===== src/rtl/cec_pkg.sv =====
package cec_pkg;
  // settling count in clock cycles for a given clock (kHz) and delay (us)
  function automatic longint unsigned settle_cycles(input longint unsigned khz,
                                                    input longint unsigned us);
    longint unsigned c;
    c = (khz * us) / 1000;
    return (c == 0) ? 1 : c;
  endfunction
endpackage


===== src/rtl/cec_rst_sync.sv =====
module cec_rst_sync (
  input  logic clk_i,
  input  logic rst_ni,
  output logic rst_no
);
  logic [1:0] sync_q;

  always_ff @(posedge clk_i or negedge rst_ni) begin
    if (!rst_ni) sync_q <= 2'b00;
    else         sync_q <= {sync_q[0], 1'b1};
  end

  assign rst_no = sync_q[1];
endmodule


===== src/rtl/cec_settle_timer.sv =====
module cec_settle_timer #(
  parameter longint unsigned TERM = 800000
) (
  input  logic clk_i,
  input  logic rst_ni,
  input  logic pwr_good_i,
  output logic settled_o
);
  localparam int CW = $clog2(TERM + 1);
  localparam logic [CW-1:0] TERM_C = CW'(TERM);

  logic [CW-1:0] cnt_q, cnt_d;

  always_comb begin
    cnt_d = cnt_q;
    if (!pwr_good_i)          cnt_d = '0;
    else if (cnt_q != TERM_C) cnt_d = cnt_q + 1'b1;
  end

  always_ff @(posedge clk_i or negedge rst_ni) begin
    if (!rst_ni) cnt_q <= '0;
    else         cnt_q <= cnt_d;
  end

  assign settled_o = (cnt_q == TERM_C);
endmodule


===== src/rtl/cec_conv_slot.sv =====
module cec_conv_slot #(
  parameter int CFG_W = 8,
  parameter int CMD_W = 16,
  parameter int CNT_W = 8,
  parameter int SEL_W = 1,
  parameter int IDX   = 0
) (
  input  logic             clk_i,
  input  logic             rst_ni,
  input  logic             settled_i,
  input  logic             wr_en_i,
  input  logic [SEL_W-1:0] wr_sel_i,
  input  logic [CFG_W:0]   wr_data_i,
  input  logic             cmd_in_valid_i,
  input  logic [CMD_W-1:0] cmd_in_data_i,
  output logic             cmd_in_ready_o,
  output logic             cmd_out_valid_o,
  output logic [CMD_W-1:0] cmd_out_data_o,
  input  logic             cmd_out_ready_i,
  output logic             clk_en_o,
  output logic [CFG_W-1:0] cfg_o,
  output logic             err_o,
  output logic [CNT_W-1:0] drop_cnt_o
);
  localparam logic [SEL_W-1:0] MY_SEL  = SEL_W'(IDX);
  localparam logic [CNT_W-1:0] CNT_MAX = '1;

  logic             en_q, en_d;
  logic [CFG_W-1:0] cfg_q, cfg_d;
  logic             err_q, err_d;
  logic [CNT_W-1:0] cnt_q, cnt_d;
  logic             wr_hit, gate_open, drop;

  assign wr_hit    = wr_en_i && (wr_sel_i == MY_SEL);
  assign gate_open = en_q && settled_i;
  assign drop      = cmd_in_valid_i && !gate_open;

  // control register next state
  always_comb begin
    en_d  = en_q;
    cfg_d = cfg_q;
    err_d = err_q;
    if (wr_hit) begin
      en_d = wr_data_i[0];
      if (!en_q)                              cfg_d = wr_data_i[CFG_W:1];
      else if (wr_data_i[CFG_W:1] != cfg_q)   err_d = 1'b1;
    end
  end

  // discarded-command counter next state
  always_comb begin
    cnt_d = cnt_q;
    if (drop && (cnt_q != CNT_MAX)) cnt_d = cnt_q + 1'b1;
  end

  always_ff @(posedge clk_i or negedge rst_ni) begin
    if (!rst_ni) begin
      en_q  <= 1'b0;
      cfg_q <= '0;
      err_q <= 1'b0;
      cnt_q <= '0;
    end else begin
      en_q  <= en_d;
      cfg_q <= cfg_d;
      err_q <= err_d;
      cnt_q <= cnt_d;
    end
  end

  assign cmd_out_valid_o = gate_open && cmd_in_valid_i;
  assign cmd_out_data_o  = gate_open ? cmd_in_data_i : '0;
  assign cmd_in_ready_o  = gate_open ? cmd_out_ready_i : 1'b1;
  assign clk_en_o        = gate_open;
  assign cfg_o           = cfg_q;
  assign err_o           = err_q;
  assign drop_cnt_o      = cnt_q;
endmodule


===== src/rtl/conv_enable_ctrl.sv =====
module conv_enable_ctrl #(
  parameter int NCONV     = 2,
  parameter int CFG_W     = 8,
  parameter int CMD_W     = 16,
  parameter int CNT_W     = 8,
  parameter int CLK_KHZ   = 100000,
  parameter int SETTLE_US = 8000,
  localparam int SEL_W    = (NCONV > 1) ? $clog2(NCONV) : 1
) (
  input  logic                   clk_i,
  input  logic                   rst_ni,
  input  logic                   pwr_good_i,
  input  logic                   wr_en_i,
  input  logic [SEL_W-1:0]       wr_sel_i,
  input  logic [CFG_W:0]         wr_data_i,
  input  logic [NCONV-1:0]       cmd_in_valid_i,
  input  logic [NCONV*CMD_W-1:0] cmd_in_data_i,
  output logic [NCONV-1:0]       cmd_in_ready_o,
  output logic [NCONV-1:0]       cmd_out_valid_o,
  output logic [NCONV*CMD_W-1:0] cmd_out_data_o,
  input  logic [NCONV-1:0]       cmd_out_ready_i,
  output logic [NCONV-1:0]       conv_clk_en_o,
  output logic [NCONV*CFG_W-1:0] cfg_o,
  output logic [NCONV-1:0]       cfg_err_o,
  output logic [NCONV*CNT_W-1:0] drop_cnt_o
);
  localparam longint unsigned SETTLE = cec_pkg::settle_cycles(CLK_KHZ, SETTLE_US);

  logic rst_ns;
  logic settled;

  cec_rst_sync u_rst (
    .clk_i (clk_i),
    .rst_ni(rst_ni),
    .rst_no(rst_ns)
  );

  cec_settle_timer #(.TERM(SETTLE)) u_timer (
    .clk_i     (clk_i),
    .rst_ni    (rst_ns),
    .pwr_good_i(pwr_good_i),
    .settled_o (settled)
  );

  for (genvar k = 0; k < NCONV; k++) begin : g_slot
    cec_conv_slot #(
      .CFG_W(CFG_W), .CMD_W(CMD_W), .CNT_W(CNT_W), .SEL_W(SEL_W), .IDX(k)
    ) u_slot (
      .clk_i          (clk_i),
      .rst_ni         (rst_ns),
      .settled_i      (settled),
      .wr_en_i        (wr_en_i),
      .wr_sel_i       (wr_sel_i),
      .wr_data_i      (wr_data_i),
      .cmd_in_valid_i (cmd_in_valid_i[k]),
      .cmd_in_data_i  (cmd_in_data_i[k*CMD_W +: CMD_W]),
      .cmd_in_ready_o (cmd_in_ready_o[k]),
      .cmd_out_valid_o(cmd_out_valid_o[k]),
      .cmd_out_data_o (cmd_out_data_o[k*CMD_W +: CMD_W]),
      .cmd_out_ready_i(cmd_out_ready_i[k]),
      .clk_en_o       (conv_clk_en_o[k]),
      .cfg_o          (cfg_o[k*CFG_W +: CFG_W]),
      .err_o          (cfg_err_o[k]),
      .drop_cnt_o     (drop_cnt_o[k*CNT_W +: CNT_W])
    );
  end
endmodule


===== config.mk =====
export PLATFORM = sky130hd
export DESIGN_NAME = conv_enable_ctrl
export DESIGN_NICKNAME = d
export VERILOG_FILES = /design/src/rtl/cec_pkg.sv /design/src/rtl/cec_rst_sync.sv /design/src/rtl/cec_settle_timer.sv /design/src/rtl/cec_conv_slot.sv /design/src/rtl/conv_enable_ctrl.sv
export SDC_FILE = /design/constraint.sdc
export NUM_CORES = 1
export LEC_CHECK = 0
export ABC_AREA = 1
export BUFFER_PORTS_ARGS = -buffer_cell sky130_fd_sc_hd__buf_2
export CAP_MARGIN = 40
export CORE_ASPECT_RATIO = 1.25
export CORE_MARGIN = 2
export CORE_UTILIZATION = 46
export DETAILED_ROUTE_END_ITERATION = 6
export PLACE_DENSITY = 0.77
export REMOVE_ABC_BUFFERS = 1
export SYNTH_ARGS = -nofsm -noshare
export SYNTH_HDL_FRONTEND = slang
export SYNTH_SLANG_ARGS = --single-unit

===== constraint.sdc =====
create_clock -name clk_i -period 1.7 [get_ports clk_i]
set_input_delay 0.255 -clock clk_i [delete_from_list [all_inputs] [get_ports clk_i]]
set_output_delay 0.255 -clock clk_i [all_outputs]
set_load 0.1 [all_outputs]

==> Word-level counts from Yosys, hierarchy flattened <==
Index checks and enable logic that the tools add are counted.
{ "op_classes": {"n_reduce_logical": 16, "n_eq_ne": 7, "mux": 6, "bitwise_logic": 3, "addsub": 3} }
{ "op_table": {"columns": ["cell", "n"], "rows": [
  ["$mux W20", 2],
  ["$mux W16", 2],
  ["$add A20 B1 Y20 const B", 1],
  ["$eq A20 B20 Y1 const B", 1],
  ["$ne A20 B20 Y1 const B", 1],
  ["$add A8 B1 Y8 const B", 2],
  ["$ne A8 B8 Y1", 2],
  ["$ne A8 B8 Y1 const B", 2],
  ["$logic_and A1 B1 Y1", 10],
  ["$reduce_and A3 Y1", 2],
  ["$reduce_and A2 Y1", 2],
  ["$not A1 Y1", 3],
  ["$logic_not A1 Y1", 2],
  ["$mux W1", 2],
  ["$ne A2 B1 Y1 const B", 1]
]} }
{ "word_totals": {"word_cells": 45, "output_inout_bits": 72, "regBits": 58} }

==> Longest topological paths before layout <==
Gate-level depths: netlist of the first run.
{ "depth": {"depth_word": 5, "mapped_depth": 9, "mapped_depth_nobuf": 9} }

==> Cells and area by module <==
A second synthesis of the first run with hierarchy kept.
{ "hier_totals": {"hier_cells": 494, "area_unflattened_um2": 3607.2} }
{ "modules_own_cells": {"columns": ["mod", "seq_area_each_um2", "area_each_um2", "cells_per_inst", "n_inst"], "rows": [
  ["cec_settle_timer", 500.5, 1300.0, 190, 1],
  ["cec_conv_slot at g_slot[0].u_slot", 450.4, 1131.1, 151, 1],
  ["cec_conv_slot at g_slot[1].u_slot", 450.4, 1122.3, 150, 1],
  ["cec_rst_sync", 50.0, 53.8, 3, 1]
]} }

==> Least setup slack after synthesis of the first run <==
Ideal clock, no wire load.
{ "synth_path": {"path_type": "flip-flop to output port", "from": "register u_timer.cnt_q[0]", "to": "output port cmd_out_data_o[0]", "stages_incl_launch_ff": 7, "arrival_time_ns": 2.327, "path_buffers": 0, "t_required_ns": 1.445, "path_slack_ns": -0.882, "cell_sequence": "dfrtp_1 inv_1 ha_1 nand3_1 nor2_2 nand3_4 nor2_1"} }
{ "synth_between": {"elab_chain_cells": 3} }
{ "synth_lines": {"columns": ["element", "line", "text"], "rows": [
  ["start: declaration", "cec_settle_timer.sv:12", "logic [CW-1:0] cnt_q, cnt_d;"],
  ["start signal: assignment", "cec_settle_timer.sv:22", "else cnt_q <= cnt_d;"],
  ["$eq A20 B20 Y1", "cec_settle_timer.sv:25", "assign settled_o = (cnt_q == TERM_C);"],
  ["$logic_and A1 B1 Y1", "cec_conv_slot.sv:35", "assign gate_open = en_q && settled_i;"],
  ["$mux W16", "cec_conv_slot.sv:71", "assign cmd_out_data_o = gate_open ? cmd_in_data_i : '0;"],
  ["end: declaration", "conv_enable_ctrl.sv:20", "output logic [NCONV*CMD_W-1:0] cmd_out_data_o,"]
]} }
Every way passes these cells.

==> Worst setup path in the final report of the first run <==
{ "layout_path": {"from": "register u_timer.cnt_q[14]", "to": "output port cmd_out_data_o[30]"} }
The elaborated chain is that of the path after synthesis.

==> results of run 1 <==
-- metrics by stage --
stage | TNS [ns] | power [mW] | worst slack (ns) | cells
after floorplan | -34.02 | 3.69 | -1.11 | 447
after global placement | -4.79 | 4.11 | -0.230 | 698
after detailed placement | -6.44 | 4.17 | -0.288 | 698
after CTS | -20.22 | 5.66 | -0.591 | 726
after global routing | -23.54 | 5.89 | -0.673 | 733
final | -19.67 | 5.68 | -0.584 | 733
-- worst paths after layout --
check,from,endpoint,slack [ns],depth (start not counted)
setup / recovery,u_timer.cnt_q[14],cmd_out_data_o[30],-0.58,8
hold / removal,wr_data_i[0],g_slot[0].u_slot.en_q,0.16,3
setup reg to reg,u_timer.cnt_q[1],u_timer.cnt_q[1],0.07,9
hold reg to reg,u_rst.sync_q[1],g_slot[1].u_slot.cfg_o[4],0.27,1
max in group asynchronous,u_rst.sync_q[1],u_timer.cnt_q[13],1.15,1
min in group asynchronous,rst_ni,u_rst.sync_q[1],0.21,2
-- power breakdown --
group | switching, mW | internal [mW]
registers | 0.260 | 1.58
logic | 1.92 | 0.465
clock network | 0.587 | 0.867
-- routing by layer --
metal,part of all wire,global-route usage
met1,0.37,0.268
met2,0.55,0.448
met3,0.059,0.0548
met4,0.023,0.0945
met5,0,0
-- flip-flops by register name, indices dropped and copies added (netlist names) --
| register | count |
|---|---|
| g_slot.u_slot.en_q | 2 |
| g_slot.u_slot.drop_cnt_o | 16 |
| g_slot.u_slot.err_o | 2 |
| g_slot.u_slot.cfg_o | 16 |
| u_rst.sync_q | 2 |
| u_timer.cnt_q | 20 |
-- logic make-up (layout without fill, tap and decap cells) --
kind of cell,after synthesis,count (layout),share of synthesized area
other,1,2,0.00102
flip-flops,58,58,0.395
buffers and inverters,94,268,0.114
AND/OR/NAND/NOR,238,239,0.356
adder cells (fa/ha/maj),4,4,0.0136
AO/OA/AOI/OAI,38,38,0.0521
XOR/XNOR,29,29,0.0691
-- worst max-delay path, stage by stage, from the launching register on --
cell and delay, ns:
sky130_fd_sc_hd__dfrtp_1 0.42, sky130_fd_sc_hd__nor2_4 0.14, sky130_fd_sc_hd__nand3_2 0.09, sky130_fd_sc_hd__nor3_4 0.20, sky130_fd_sc_hd__buf_6 0.15, sky130_fd_sc_hd__nand3_4 0.16, sky130_fd_sc_hd__buf_12 0.21, sky130_fd_sc_hd__nor2_4 0.12
sky130_fd_sc_hd__buf_12 0.18
-- layout make-up --
class / instances / area, um^2 / share of cell area
clock inverters: 6 / 90.1 / 0.0157
inverters: 79 / 300 / 0.0522
flip-flops and latches: 58 / 1450 / 0.253
multi-input cells: 311 / 2040 / 0.355
well taps: 95 / 119 / 0.0207
repair buffers: 173 / 1610 / 0.280
diodes: 1 / 2.50 / 0.000435
clock buffers: 10 / 138 / 0.0239
-- timing repair --
action                     CTS  global route
buffers inserted            10             7
pin swaps                   10            15
gates cloned                 1             0
hold endpoints to repair     2             0
resized for setup           40            29
setup endpoints to repair   38            58
hold buffers                 1             0
-- placed cells by master (no fill, tap or decap), types with 10 or more instances in the layout --
cell type                  count
sky130_fd_sc_hd__nand3_1      17
sky130_fd_sc_hd__o21ai_0      26
sky130_fd_sc_hd__xnor2_1      13
sky130_fd_sc_hd__nand2_1      96
sky130_fd_sc_hd__nand4_1      16
sky130_fd_sc_hd__nor2_1       28
sky130_fd_sc_hd__dfrtp_1      57
sky130_fd_sc_hd__xor2_1       16
sky130_fd_sc_hd__nor2_4       38
sky130_fd_sc_hd__inv_1        70
sky130_fd_sc_hd__a21oi_1      11
sky130_fd_sc_hd__buf_12       39
sky130_fd_sc_hd__buf_4        42
sky130_fd_sc_hd__clkbuf_8     10
sky130_fd_sc_hd__nor3_1       14
sky130_fd_sc_hd__buf_2        83
==> summary.txt, run 1 <==
================================================================================
Leading register cell type out of synthesis                         sky130_fd_sc_hd__dfrtp_1
Number of distinct library cells after synthesis                              31
Final core area utilization                                                0.738
Post-route design area                                                 5750 um^2
Layout Area Growth over Synthesis                                          56.5%
Synthesis-stage register bit count                                            58
Largest area contributor in the synthesized netlist                 sky130_fd_sc_hd__dfrtp_1
Summed instance area of the synthesized netlist                        3680 um^2
Worst hold slack after final layout                                     0.163 ns
Number of iterations in the first detailed-routing pass                        5
Max-slew headroom                                                          0.646
Wirelength, routed                                                      11100 um
# rows                                                                        36
Hold WC Path Type                                                   input port to register
Seq/Total Area, Yosys                                                      0.395
Standby leakage power                                                    2.84 nW
Detailed-route vias per instance                                            5.17
Cell area reported after detailed placement                            5100 um^2
Worst ir drop on vdd                                                      876 uV
Number of global-route vias before repair                                   3740
Failing checks                                                      setup timing
Number of setup violations in the final report                                38
Gate Count Post-Synth                                                        462
First-pass GRT wire length                                              17200 um
Most common library cells after synthesis                           sky130_fd_sc_hd__nand2_1, sky130_fd_sc_hd__inv_1, sky130_fd_sc_hd__dfrtp_1, sky130_fd_sc_hd__nor2_1, sky130_fd_sc_hd__o21ai_0
DP Wirelength                                                            7380 um
Floorplan Core Area                                                    7790 um^2
CTS Buf Count                                                                  9
Type of the worst setup path                                        register to primary output
Via count                                                                   3789
Cell with the most instances after synthesis                        sky130_fd_sc_hd__nand2_1
Slew at the pin with the worst max-slew slack                           0.534 ns
Overall Global Routing Usage                                               0.243
Setup skew after layout                                                0.0118 ns
Worst Path Max Fanout                                                          8
Outcome                                                             finished, violations left
Initial core utilization                                                   0.472
Pin count of the biggest net entering global routing                          57
Latest clock arrival within the worst-skew pair                          0.35 ns
Initial DRC count                                                            311
CTS tree                                                                   built
Drt drc                                                                        0
Fin crit share                                                              1.34
Final critical-path required period                                      2.28 ns
Post-synth EDFFs                                                               0
Mean Syn Cell Area                                                     7.96 um^2
Count of yosys warnings during synthesis                                       0
Buffer levels on the longest clock path                                        2
Setup repair after global routing missed its margin                          yes
Least setup slack across all paths after layout                        -0.584 ns
DRT antenna net count                                                          0
Fraction of synthesized cell area taken by the top area cell type          0.395
Clk pin slew, worst setup/hold paths                                     0.07 ns
Routed wire per std cell                                                 15.2 um
Final Slew Violations                                                          0
Overflow left after global routing                                             0
Placer Congestion                                                          0.888
Overall die height                                                        104 um
Data arrival time of the worst path                                      2.03 ns
Number of H-tree levels                                                        3
Antenna violations before repair                                               1
Net count reported at finish                                                 686
Maximum Capacitance Violations                                                 0
Largest cells by area after synthesis                               sky130_fd_sc_hd__dfrtp_1, sky130_fd_sc_hd__nand2_1, sky130_fd_sc_hd__inv_1
Final count of hold timing violations                                          0
Number of clock sinks                                                         58
Power density over the cells                                         987 nW/um^2
Number of port buffers                                                       121
Filler cells                                                                 515
Clock root cell                                                     sky130_fd_sc_hd__clkbuf_8
I/O pin count                                                                122
Fraction of layout cells with a size suffix above 1                        0.413
CP Capture Type                                                     primary output
Die width                                                                84.0 um
Overall die area                                                       8730 um^2
Peak Freq                                                                438 MHz
WP data required                                                         1.44 ns
Launching element type of the critical path                             register
Share of flip-flops with an asynchronous set or reset                       1.00
================================================================================
Power figures use the tool's default switching activity.
==> run 2: changes to the inputs <==
Settings changed: BUFFER_PORTS_ARGS -buffer_cell sky130_fd_sc_hd__buf_2 to -buffer_cell sky130_fd_sc_hd__buf_4, CORE_UTILIZATION 46 to 51, PLACE_DENSITY 0.77 to 0.81.
Clock period 1.7 ns to 2.2 ns, I/O delays scaled along.
==> summary.txt, run 2 (synthesized netlist as in run 1, its figures left out) <==
===================================================================================
Data arrival time of the worst path                                         2.03 ns
Reg2Reg Depth                                                                     7
Number of port buffers                                                          121
# rows                                                                           34
Summed negative setup slack over all endpoints                             -2.67 ns
Floorplan Core Area                                                       6980 um^2
Setup skew after layout                                                   0.0117 ns
Outcome                                                                finished, violations left
DRT antenna net count                                                             0
Peak Freq                                                                   424 MHz
Setup repair after global routing missed its margin                             yes
Hold WC Path Type                                                      register to asynchronous set/reset pin
Drt drc                                                                           0
Failing checks                                                         setup timing
Number of clock sinks                                                            58
Overall die height                                                          98.9 um
Final count of hold timing violations                                             0
Final Slew Violations                                                             0
Wirelength, routed                                                         11400 um
Standby leakage power                                                       2.71 nW
Buffer levels on the longest clock path                                           2
Type of the worst setup path                                           register to primary output
Worst ir drop on vdd                                                         797 uV
Number of H-tree levels                                                           3
Clk pin slew, worst setup/hold paths                                        0.07 ns
Overall die area                                                          7910 um^2
Slew at the pin with the worst max-slew slack                              0.562 ns
Die width                                                                   79.9 um
Number of global-route vias before repair                                      3660
Initial DRC count                                                               228
Antenna violations before repair                                                  0
Net count reported at finish                                                    653
Max reg flops                                                                    20
Post-layout power                                                           4.22 mW
Antenna diode count                                                               0
Latest clock arrival within the worst-skew pair                             0.33 ns
Clock root cell                                                        sky130_fd_sc_hd__clkbuf_8
Pin count of the biggest net entering global routing                             24
Least setup slack across all paths after layout                           -0.160 ns
Most common library cell in the layout ignoring fill and taps          sky130_fd_sc_hd__buf_4
CTS Buf Count                                                                     9
Highest-count cells in the layout ignoring fill and taps               sky130_fd_sc_hd__buf_4, sky130_fd_sc_hd__nand2_1, sky130_fd_sc_hd__inv_1
Register with the highest flop count                                   u_timer.cnt_q
CP Capture Type                                                        primary output
Inst Count DP                                                                   663
Detailed-route vias per instance                                               5.27
Layout Area Growth over Synthesis                                             51.1%
I/O pin count                                                                   122
Fin crit share                                                                 1.07
Final critical-path required period                                         2.36 ns
Launching element type of the critical path                                register
Worst slack after detailed placement                                       0.195 ns
Overall Global Routing Usage                                                  0.280
Overflow left after global routing                                                0
Cell area reported after detailed placement                               4640 um^2
Start of the worst register-to-register path                           g_slot[0].u_slot.drop_cnt_o[0]
Power density over the cells                                            759 nW/um^2
Fraction of layout cells with a size suffix above 1                           0.373
Number of iterations in the first detailed-routing pass                           5
R2R Path End                                                           g_slot[0].u_slot.drop_cnt_o[3]
Maximum Capacitance Violations                                                    0
Number of setup violations in the final report                                   37
WP data required                                                            1.87 ns
Placer Congestion                                                             0.820
Count of placed standard cells in the final layout, fillers left out            694
Flop2flop setup slack                                                       0.44 ns
Max-slew headroom                                                             0.624
DP Wirelength                                                               6800 um
Routed wire per std cell                                                    16.4 um
Initial core utilization                                                      0.527
Post-route design area                                                    5560 um^2
CTS tree                                                                      built
Via count                                                                      3660
First-pass GRT wire length                                                 17300 um
Worst Path Max Fanout                                                            10
===================================================================================
-- run 2: cell count changes in the layout (fill, tap and decap cells not counted), moves of 3 or more --
| cell | previous run | this run |
|---|---|---|
| sky130_fd_sc_hd__buf_2 | 83 | 0 |
| sky130_fd_sc_hd__buf_4 | 42 | 98 |
| sky130_fd_sc_hd__buf_6 | 8 | 0 |
| sky130_fd_sc_hd__nand3_4 | 8 | 2 |
| sky130_fd_sc_hd__nand3_1 | 17 | 20 |
| sky130_fd_sc_hd__nor2_2 | 3 | 6 |
-- run 2: worst max path at each step --
| stage | from | end | slack [ns] |
|---|---|---|---|
| after CTS | u_timer.cnt_q[7] | cmd_out_data_o[22] | -0.14 |
| after global routing | u_timer.cnt_q[15] | cmd_in_ready_o[1] | -0.23 |
| after global placement | u_timer.cnt_q[0] | cmd_in_ready_o[1] | 0.23 |
| after floorplan | u_timer.cnt_q[0] | cmd_out_data_o[0] | -0.69 |
| final | u_timer.cnt_q[11] | cmd_in_ready_o[1] | -0.16 |
| after detailed placement | u_timer.cnt_q[11] | cmd_in_ready_o[1] | 0.19 |
-- run 2: worst max-delay path: stages, from the launching register on --
cell and delay, ns:
sky130_fd_sc_hd__dfrtp_1 0.40, sky130_fd_sc_hd__inv_2 0.09, sky130_fd_sc_hd__nand4_1 0.16, sky130_fd_sc_hd__nor3_4 0.30, sky130_fd_sc_hd__nand3_4 0.14, sky130_fd_sc_hd__buf_12 0.18, sky130_fd_sc_hd__or2_4 0.24, sky130_fd_sc_hd__buf_12 0.17
-- run 2: area by class of cell --
cell class | instances | area (um^2)
Multi-Input combinational cell | 310 | 1920
Timing Repair Buffer | 141 | 1590
Sequential cell | 58 | 1460
Fill cell | 408 | 1420
Inverter | 79 | 300
Clock buffer | 13 | 159
Tap cell | 90 | 113
Clock inverter | 3 | 15.0
-- run 2: power breakdown --
group	leakage [nW]	internal [mW]	switching, mW
sequential	0.746	1.23	0.219
combinational	1.87	0.443	1.45
clock	0.0932	0.465	0.411
-- run 2: layer usage --
| metal | vias to the layer above | share of wire | track usage |
|---|---|---|---|
| met1 | 1731 | 0.37 | 0.308 |
| met5 | - | 0 | 0 |
| li1 | 1713 | - | - |
| met2 | 190 | 0.52 | 0.492 |
| met3 | 26 | 0.093 | 0.0833 |
| met4 | 0 | 0.025 | 0.124 |
-- run 2: repair_timing --
| action | in CTS | in global routing |
|---|---|---|
| pin swaps | 5 | 7 |
| buffers inserted | 5 | 8 |
| endpoints found under the hold margin | 2 | 0 |
| endpoints found under the setup margin | 37 | 38 |
| hold buffers | 1 | 0 |
| resized for setup | 144 | 10 |
| cloned | 2 | 0 |
-- run 2: through the flow --
| stage | util | hold slack (ns) |
|---|---|---|
| 6_report | 0.796 | 0.228 |
| 5_1_grt | 0.796 | 0.239 |
| 4_1_cts | 0.786 | 0.223 |
| 3_5_place_dp | 0.665 | 0.115 |
| 3_3_place_gp | 0.665 | 0.113 |
| 2_1_floorplan | - | 0.0344 |
